==> config.mk <==
export PLATFORM = sky130hd
export DESIGN_NAME = ft_snap_filter
export DESIGN_NICKNAME = d
export VERILOG_FILES = /design/src/rtl/ft_pkg.sv /design/src/rtl/ft_hdr_parse.sv /design/src/rtl/ft_rule_bank.sv /design/src/rtl/ft_commit_fifo.sv /design/src/rtl/ft_snap_filter.sv
export SDC_FILE = /design/constraint.sdc
export NUM_CORES = 2
export LEC_CHECK = 0
export BUFFER_PORTS_ARGS = -buffer_cell sky130_fd_sc_hd__buf_2
export CAP_MARGIN = 15
export CORE_MARGIN = 2
export CORE_UTILIZATION = 33
export DETAILED_ROUTE_END_ITERATION = 12
export PLACE_DENSITY_LB_ADDON = 0.08
export SYNTH_ARGS = -nofsm -noshare
export SYNTH_HDL_FRONTEND = slang
export SYNTH_HIERARCHICAL = 1
export SYNTH_SLANG_ARGS = --single-unit
export TNS_END_PERCENT = 30
==> constraint.sdc <==
create_clock -name clk -period 12.8 [get_ports clk]
set_input_delay 0 -clock clk [delete_from_list [all_inputs] [get_ports clk]]
set_output_delay 0 -clock clk [all_outputs]
set_load 0.02 [all_outputs]
==> src/rtl/ft_pkg.sv <==
// Shared types, register map and digest step for the flow thinner.
// Assumes byte-serial frames in network byte order.
package ft_pkg;

    typedef struct packed {
        logic [7:0]  proto;
        logic [31:0] sip;
        logic [31:0] dip;
        logic [15:0] sport;
        logic [15:0] dport;
    } ft_key_t;

    localparam logic [15:0] ETYPE_IPV4 = 16'h0800;
    localparam logic [7:0]  PROTO_TCP  = 8'd6;
    localparam logic [7:0]  PROTO_UDP  = 8'd17;

    localparam int REG_SNAP     = 0;
    localparam int REG_CNT_HIT  = 1;
    localparam int REG_CNT_DROP = 2;
    localparam int REG_CNT_CUT  = 3;
    localparam int RULE_BASE    = 16;
    localparam int RULE_WORDS   = 8;

    // Advance a reflected CRC-32 register by one byte.
    function automatic logic [31:0] crc32_step(input logic [31:0] c, input logic [7:0] d);
        logic [31:0] r;
        r = c ^ {24'h0, d};
        for (int i = 0; i < 8; i++) begin
            r = r[0] ? ((r >> 1) ^ 32'hEDB88320) : (r >> 1);
        end
        return r;
    endfunction

endpackage

==> src/rtl/ft_hdr_parse.sv <==
// Header field extractor. It tracks the byte index within a frame and
// builds the flow key one byte at a time. key_o already includes the
// current byte. key_end_o flags the byte that completes the key, or the
// frame's last byte if that comes first.
// Assumes each frame arrives as one unbroken run of bytes.
module ft_hdr_parse
    import ft_pkg::*;
#(
    parameter int LEN_W = 16
) (
    input  logic             clk,
    input  logic             rst_n,
    input  logic             in_valid,
    input  logic [7:0]       in_data,
    input  logic             in_last,
    output logic [LEN_W-1:0] idx_o,
    output ft_key_t          key_o,
    output logic             key_end_o
);

    logic [LEN_W-1:0] idx_q;
    logic [15:0] et_q, et_n;
    logic [3:0]  ihl_q, ihl_n;
    logic [7:0]  pr_q, pr_n;
    logic [31:0] sip_q, sip_n, dip_q, dip_n;
    logic [15:0] sp_q, sp_n, dp_q, dp_n;
    logic [3:0]  ihl_eff;
    logic [LEN_W-1:0] l4_off;
    logic        is_ip4, is_l4;

    assign ihl_eff = (ihl_q < 4'd5) ? 4'd5 : ihl_q;
    assign l4_off  = LEN_W'(14) + LEN_W'({ihl_eff, 2'b00});

    // Next value of each field register, folding in the current byte.
    always_comb begin
        et_n  = et_q;  ihl_n = ihl_q; pr_n = pr_q;
        sip_n = sip_q; dip_n = dip_q; sp_n = sp_q; dp_n = dp_q;
        if (in_valid) begin
            if (idx_q == LEN_W'(12) || idx_q == LEN_W'(13)) et_n = {et_q[7:0], in_data};
            if (idx_q == LEN_W'(14)) ihl_n = in_data[3:0];
            if (idx_q == LEN_W'(23)) pr_n = in_data;
            if (idx_q >= LEN_W'(26) && idx_q <= LEN_W'(29)) sip_n = {sip_q[23:0], in_data};
            if (idx_q >= LEN_W'(30) && idx_q <= LEN_W'(33)) dip_n = {dip_q[23:0], in_data};
            if (idx_q == l4_off || idx_q == l4_off + LEN_W'(1)) sp_n = {sp_q[7:0], in_data};
            if (idx_q == l4_off + LEN_W'(2) || idx_q == l4_off + LEN_W'(3)) dp_n = {dp_q[7:0], in_data};
        end
    end

    assign is_ip4 = (et_n == ETYPE_IPV4);
    assign is_l4  = is_ip4 && (pr_n == PROTO_TCP || pr_n == PROTO_UDP);

    // Present the key with fields zeroed where the frame type lacks them.
    always_comb begin
        key_o.proto = is_ip4 ? pr_n  : 8'h0;
        key_o.sip   = is_ip4 ? sip_n : 32'h0;
        key_o.dip   = is_ip4 ? dip_n : 32'h0;
        key_o.sport = is_l4  ? sp_n  : 16'h0;
        key_o.dport = is_l4  ? dp_n  : 16'h0;
    end

    assign key_end_o = in_valid && (in_last ||
                       (idx_q == LEN_W'(13) && !is_ip4) ||
                       (is_ip4 && idx_q == l4_off + LEN_W'(3)));
    assign idx_o = idx_q;

    // Hold field state; clear it at each frame boundary.
    always_ff @(posedge clk) begin
        if (!rst_n || (in_valid && in_last)) begin
            idx_q <= '0; et_q <= '0; ihl_q <= '0; pr_q <= '0;
            sip_q <= '0; dip_q <= '0; sp_q <= '0; dp_q <= '0;
        end else if (in_valid) begin
            if (idx_q != '1) idx_q <= idx_q + LEN_W'(1);
            et_q <= et_n; ihl_q <= ihl_n; pr_q <= pr_n;
            sip_q <= sip_n; dip_q <= dip_n; sp_q <= sp_n; dp_q <= dp_n;
        end
    end

endmodule

==> src/rtl/ft_rule_bank.sv <==
// Bank of masked flow rules, all compared in parallel against the key.
// A rule with its enable bit clear never hits. Reset disables every rule.
// Assumes register words are laid out as in ft_pkg (eight per rule).
module ft_rule_bank
    import ft_pkg::*;
#(
    parameter int NUM_RULES = 4,
    parameter int ADDR_W    = 8
) (
    input  logic              clk,
    input  logic              rst_n,
    input  logic              cfg_we,
    input  logic [ADDR_W-1:0] cfg_addr,
    input  logic [31:0]       cfg_wdata,
    input  ft_key_t           key,
    output logic              hit
);

    logic [NUM_RULES-1:0] hit_vec;

    for (genvar r = 0; r < NUM_RULES; r++) begin : g_rule
        localparam logic [ADDR_W-1:0] BASE = ADDR_W'(RULE_BASE + r * RULE_WORDS);
        logic [31:0] sip_v, sip_m, dip_v, dip_m;
        logic [15:0] sp_v, sp_m, dp_v, dp_m;
        logic [7:0]  pr_v, pr_m;
        logic        en;
        logic        sel;

        assign sel = cfg_we && (cfg_addr[ADDR_W-1:3] == BASE[ADDR_W-1:3]);

        // Register writes for this rule's eight words.
        always_ff @(posedge clk) begin
            if (!rst_n) begin
                sip_v <= '0; sip_m <= '0; dip_v <= '0; dip_m <= '0;
                sp_v <= '0; sp_m <= '0; dp_v <= '0; dp_m <= '0;
                pr_v <= '0; pr_m <= '0; en <= 1'b0;
            end else if (sel) begin
                case (cfg_addr[2:0])
                    3'd0: sip_v <= cfg_wdata;
                    3'd1: sip_m <= cfg_wdata;
                    3'd2: dip_v <= cfg_wdata;
                    3'd3: dip_m <= cfg_wdata;
                    3'd4: begin sp_v <= cfg_wdata[31:16]; dp_v <= cfg_wdata[15:0]; end
                    3'd5: begin sp_m <= cfg_wdata[31:16]; dp_m <= cfg_wdata[15:0]; end
                    3'd6: begin pr_m <= cfg_wdata[15:8]; pr_v <= cfg_wdata[7:0]; end
                    default: en <= cfg_wdata[0];
                endcase
            end
        end

        assign hit_vec[r] = en &&
            (((key.sip   ^ sip_v) & sip_m) == '0) &&
            (((key.dip   ^ dip_v) & dip_m) == '0) &&
            (((key.sport ^ sp_v)  & sp_m)  == '0) &&
            (((key.dport ^ dp_v)  & dp_m)  == '0) &&
            (((key.proto ^ pr_v)  & pr_m)  == '0);
    end

    assign hit = |hit_vec;

endmodule

==> src/rtl/ft_commit_fifo.sv <==
// Byte buffer with a commit pointer. Writes land past the commit point
// and stay invisible to the reader until committed. A rollback discards
// them. The reader drains committed entries one per cycle into a
// registered output.
// Assumes DEPTH is a power of two and the reader is never held off.
module ft_commit_fifo #(
    parameter int DEPTH = 128,
    parameter int W     = 9,
    localparam int PW   = $clog2(DEPTH)
) (
    input  logic         clk,
    input  logic         rst_n,
    input  logic         wr_en,
    input  logic [W-1:0] wr_data,
    input  logic         commit,
    input  logic         rollback,
    output logic         out_valid,
    output logic [W-1:0] out_data,
    output logic [PW:0]  commit_ptr,
    output logic [PW:0]  level
);

    logic [W-1:0] mem [DEPTH];
    logic [PW:0]  wr_q, cm_q, rd_q;

    // Storage write, no reset needed on the array.
    always_ff @(posedge clk) begin
        if (wr_en && !rollback) mem[wr_q[PW-1:0]] <= wr_data;
    end

    // Write, commit and read pointer update plus output register.
    always_ff @(posedge clk) begin
        if (!rst_n) begin
            wr_q <= '0; cm_q <= '0; rd_q <= '0;
            out_valid <= 1'b0; out_data <= '0;
        end else begin
            if (rollback)   wr_q <= cm_q;
            else if (wr_en) wr_q <= wr_q + 1'b1;
            if (commit && !rollback) cm_q <= wr_q + {{PW{1'b0}}, wr_en};
            if (rd_q != cm_q) begin
                out_data  <= mem[rd_q[PW-1:0]];
                rd_q      <= rd_q + 1'b1;
                out_valid <= 1'b1;
            end else begin
                out_valid <= 1'b0;
            end
        end
    end

    assign commit_ptr = cm_q;
    assign level      = wr_q - rd_q;

endmodule

==> src/rtl/ft_snap_filter.sv <==
// Top of the flow thinner. It selects frames by masked five-field rules,
// cuts accepted frames to the snap length and appends a CRC-32 of the
// whole frame. It also keeps forward, drop and cut counters.
// Assumes four idle input cycles after each tlast and a sink that always
// accepts.
module ft_snap_filter
    import ft_pkg::*;
#(
    parameter int NUM_RULES  = 4,
    parameter int FIFO_DEPTH = 128,
    parameter int ADDR_W     = 8,
    parameter int LEN_W      = 16,
    parameter int SNAP_RESET = 64,
    localparam int PW        = $clog2(FIFO_DEPTH)
) (
    input  logic              clk,
    input  logic              rst_n,
    input  logic              s_axis_tvalid,
    input  logic [7:0]        s_axis_tdata,
    input  logic              s_axis_tlast,
    output logic              m_axis_tvalid,
    output logic [7:0]        m_axis_tdata,
    output logic              m_axis_tlast,
    input  logic              cfg_we,
    input  logic [ADDR_W-1:0] cfg_addr,
    input  logic [31:0]       cfg_wdata,
    output logic [31:0]       cfg_rdata
);

    logic [LEN_W-1:0] idx, snap_q;
    ft_key_t          key;
    logic             key_end, hit, decide, decided_q, keep_q, final_keep;
    logic             in_snap, wr_data_en, fifo_wr, commit, rollback, tail_busy;
    logic [8:0]       fifo_din, fifo_dout;
    logic [2:0]       tail_cnt;
    logic [31:0]      crc_q, crc_nxt, crc_hold;
    logic [31:0]      cnt_match, cnt_drop, cnt_cut;
    logic [PW:0]      commit_ptr, fifo_level;

    ft_hdr_parse #(.LEN_W(LEN_W)) u_parse (
        .clk(clk), .rst_n(rst_n), .in_valid(s_axis_tvalid), .in_data(s_axis_tdata),
        .in_last(s_axis_tlast), .idx_o(idx), .key_o(key), .key_end_o(key_end)
    );

    ft_rule_bank #(.NUM_RULES(NUM_RULES), .ADDR_W(ADDR_W)) u_rules (
        .clk(clk), .rst_n(rst_n), .cfg_we(cfg_we), .cfg_addr(cfg_addr),
        .cfg_wdata(cfg_wdata), .key(key), .hit(hit)
    );

    assign decide     = key_end && !decided_q;
    assign final_keep = decided_q ? keep_q : hit;
    assign in_snap    = idx < snap_q;
    assign tail_busy  = tail_cnt != 3'd0;
    assign crc_nxt    = crc32_step(crc_q, s_axis_tdata);

    assign wr_data_en = s_axis_tvalid && in_snap &&
                        !(decide && !hit) && !(decided_q && !keep_q);
    assign fifo_wr    = wr_data_en || tail_busy;
    assign fifo_din   = tail_busy ? {tail_cnt == 3'd1, crc_hold[7:0]} : {1'b0, s_axis_tdata};
    assign commit     = (decide && hit) || (decided_q && keep_q) || tail_busy;
    assign rollback   = decide && !hit;

    ft_commit_fifo #(.DEPTH(FIFO_DEPTH), .W(9)) u_buf (
        .clk(clk), .rst_n(rst_n), .wr_en(fifo_wr), .wr_data(fifo_din),
        .commit(commit), .rollback(rollback), .out_valid(m_axis_tvalid),
        .out_data(fifo_dout), .commit_ptr(commit_ptr), .level(fifo_level)
    );

    assign m_axis_tdata = fifo_dout[7:0];
    assign m_axis_tlast = fifo_dout[8] && m_axis_tvalid;

    // Per-frame verdict, running digest and the trailing digest sequencer.
    always_ff @(posedge clk) begin
        if (!rst_n) begin
            decided_q <= 1'b0; keep_q <= 1'b0; crc_q <= '1;
            crc_hold <= '0; tail_cnt <= '0;
        end else begin
            if (tail_busy) begin
                tail_cnt <= tail_cnt - 3'd1;
                crc_hold <= crc_hold >> 8;
            end
            if (s_axis_tvalid) begin
                if (s_axis_tlast) begin
                    decided_q <= 1'b0;
                    keep_q    <= 1'b0;
                    crc_q     <= '1;
                    if (final_keep) begin
                        crc_hold <= ~crc_nxt;
                        tail_cnt <= 3'd4;
                    end
                end else begin
                    crc_q <= crc_nxt;
                    if (decide) begin
                        decided_q <= 1'b1;
                        keep_q    <= hit;
                    end
                end
            end
        end
    end

    // Snap length register and event counters.
    always_ff @(posedge clk) begin
        if (!rst_n) begin
            snap_q <= LEN_W'(SNAP_RESET);
            cnt_match <= '0; cnt_drop <= '0; cnt_cut <= '0;
        end else begin
            if (cfg_we && cfg_addr == ADDR_W'(REG_SNAP)) snap_q <= cfg_wdata[LEN_W-1:0];
            if (decide && hit)  cnt_match <= cnt_match + 32'd1;
            if (decide && !hit) cnt_drop  <= cnt_drop + 32'd1;
            if (s_axis_tvalid && s_axis_tlast && final_keep && !in_snap)
                cnt_cut <= cnt_cut + 32'd1;
        end
    end

    // Register read multiplexer.
    always_comb begin
        case (cfg_addr)
            ADDR_W'(REG_SNAP):     cfg_rdata = 32'(snap_q);
            ADDR_W'(REG_CNT_HIT):  cfg_rdata = cnt_match;
            ADDR_W'(REG_CNT_DROP): cfg_rdata = cnt_drop;
            ADDR_W'(REG_CNT_CUT):  cfg_rdata = cnt_cut;
            default:               cfg_rdata = 32'h0;
        endcase
    end

endmodule

==> impl_metrics.csv <==
group,metric,value,unit
final_layout,drive_above_1_share,12.6,%
floorplan,start_util,33.1,%
floorplan,rows,202,
global_route,busiest_layer,"met2",
yosys,yosysWarningCount,6,
yosys,synth_area_per_cell,11.5,um2
sta,drv_slew,0,
routing,drc,0,
floorplan,io_pins,95,
setup_path,slowest_delay,1.07,ns
clocking,cts_buffer_depth,4,
routing,vias,69800,
floorplan,core,302000,um2
job,drv_cap,0,
setup_path,crit_path_cell_trace,"or4_1 > nor4_4 > mux2i_1 > mux2i_4 > buf_4 > a211oi_2 > xor2_1 > a22o_1 > a221oi_1 > nand4_1 > or4_1 > nor4_1 > or4_1 > nor3b_2 > buf_4 > nor3_1 > nand2_1 > nand2_1 > nor2b_1 > nand3_2 > nor2_1",
global_route,grt_util_met1,32.9,%
global_route,grt_pass1_vias,68100,
sta,worst_clock_skew,0.0465,ns
global_route,grt_max_degree,214,
run_status,status,"completed",
setup_path,crit_family,"simple AND/OR/NAND/NOR gates",
global_route,grt_overflow,0,
routing,wl_per_cell,30.4,um
yosys,netlist_area,99900,um2
power_and_ir_drop,ir_worst_vdd,0.160,mV
setup_path,crit_path_frequent_cell,"or4_1",
setup_path,cp_data_required_time,13.31,ns
routing,drtAntennaViolNets,0,
final_layout,syn_to_final_growth,13.9,%
sta,slew_headroom,11.9,%
clocking,clk_pin_slew_worst_paths,0.06,ns
yosys,syn_nets,8767,
final_layout,fin_nets,8751,
clocking,hold_buffers,53,
setup_path,crit_fanout,23,
placed_design,dp_hpwl,244000,um
sta,fmaxAchievable,94.0,MHz
sta,rsz0062_at_grt,"no",
global_route,use_met2,41.3,%
floorplan,die-area,307000,um2
power_and_ir_drop,leakage,39.0,nW
setup_path,arrival,11.14,ns
clocking,post-cts-setup-buffers,0,
routing,dr.pass1.iters,5,
clocking,clock_sinks,2343,
hold_path,holdCritPathClass,"in -> reg",
placed_design,io_buffers,94,
setup_path,slowest_stage,"a211oi_2",
final_layout,final_util,37.7,%
routing,finalWirelength,391000,um
clocking,cts_inserted_buffers,279,
clocking,root_buffer,"clkbuf_16",
sta,fin_setup_tns,0,ns
floorplan,die_h,554,um
sta,finalSetupViolations,0,
sta,min_period,10.63,ns
setup_path,start_kind,"flop",
global_route,grt_pass1_wl,544000,um
floorplan,die_x,554,um
sta,final-hold-violation-count,0,
yosys,postSynthCellCount,8683,
placed_design,gp_congestion,0.871,
global_route,grtUsageTotal,24.8,%
sta,period_share,83.1,%
setup_path,crit_buf_inv,2,
sta,worstMarginPinSlew,1.32,ns
clocking,clock_latency,0.90,ns
global_route,met3_usage,2.71,%
setup_path,end_kind,"flop",
setup_path,worst-setup-path-type,"reg -> reg",
routing,drt_iter0_drc,6587,
routing,viasPerCell,5.42,
power_and_ir_drop,power_density,171,nW/um2
clocking,cts_tree,"done",
global_route,antenna_found_initial,22,
clocking,ctsHtreeMaxLevel,5,
clocking,cts_resized,0,
[worst register-to-register path, stage by stage, from the launching register on]
cell and delay, ns:
dfxtp_1 0.51, or4_1 0.64, nor4_4 0.80, mux2i_1 0.51
mux2i_4 0.30, buf_4 0.36, a211oi_2 1.08, xor2_1 0.15
a22o_1 0.24, a221oi_1 0.57, nand4_1 0.26, or4_1 0.56
nor4_1 0.20, or4_1 0.57, nor3b_2 0.11, buf_4 0.24
nor3_1 0.20, nand2_1 0.08, nand2_1 0.27, nor2b_1 0.70
nand3_2 0.92, nor2_1 0.96
[layer usage]
metal | part of all wire, % | wire [um] | vias to the layer above
li1 | - | - | 31000
met1 | 43 | 168000 | 35900
met2 | 48 | 187000 | 2283
met3 | 5.0 | 19800 | 636
met4 | 4.4 | 17200 | 4
met5 | 0.0064 | 25 | -
[cell type report]
cell class                      instances  area (um2)
Fill cell                           29100      188000
Sequential cell                      2343       58400
Multi-Input combinational cell       5687       38900
Clock buffer                          393        7930
Tap cell                             3978        4980
Timing Repair Buffer                  308        2310
Clock inverter                        108        1070
Inverter                               48         183
Antenna cell                            7        17.5
[state kept, by name (all words and copies together) (netlist names), 64 cells and up]
signal                count
u_rules/g_rule.sp_v      64
u_rules/g_rule.dip_v    128
u_rules/g_rule.sip_m    128
u_rules/g_rule.sp_m      64
u_buf/mem              1152
u_rules/g_rule.dip_m    128
u_rules/g_rule.sip_v    128
u_rules/g_rule.dp_v      64
u_rules/g_rule.dp_m      64
[cell usage in the layout (no fill, tap or decap), drive strengths merged, types with 26 or more instances in the layout]
cell / n
nor2: 521
a22oi: 88
inv: 61
nor2b: 30
clkinv: 71
and2: 27
nand3: 119
a211oi: 78
or3: 26
a221oi: 104
or4: 36
and3: 33
nor3: 39
ha: 31
dlygate4sd3: 53
mux4: 253
edfxtp: 1152
a21boi: 838
o31ai: 31
buf: 255
a22o: 97
nand4: 80
o21ai: 106
clkbuf: 393
nand2: 1936
xor2: 493
mux2: 30
dfxtp: 1191
mux2i: 223
a21oi: 182
xnor2: 87
[report_power, final]
group	switching, mW	internal, mW
combinational	1.99	1.05
clock	3.28	4.68
sequential	0.118	8.33
total	5.38	14.1
[path summary, 6_finish.rpt]
path / startpoint / end / slack [ns] / cells past startpoint
worst min-delay path: cfg_addr[1] / u_rules/g_rule[1].dip_m[24] / 0.11 / 7
worst max register to register: u_parse/idx_o[6] / u_buf/mem[108][0] / 2.17 / 21
worst min register to register: u_rules/g_rule[2].dip_m[30] / u_rules/g_rule[2].dip_m[30] / 0.45 / 2
worst max-delay path: u_parse/idx_o[6] / u_buf/mem[108][0] / 2.17 / 21
[metrics by stage]
| stage | setup WS, ns | hold slack (ns) | total power, mW | instances | area (um2) |
|---|---|---|---|---|---|
| finish | 2.17 | 0.113 | 19.4 | 12900 | 114000 |
| global route | 1.77 | 0.0895 | 20.1 | 12900 | 114000 |
| CTS | 2.26 | 0.0485 | 19.7 | 12900 | 114000 |
| detailed placement | 2.26 | 0.380 | 11.7 | 12300 | 104000 |
| global placement | 2.18 | 0.384 | 11.7 | 12300 | 104000 |
| floorplan | 5.80 | 0.136 | 10.6 | 8683 | 99900 |
Note: power is estimated with default switching activity, not from simulation.
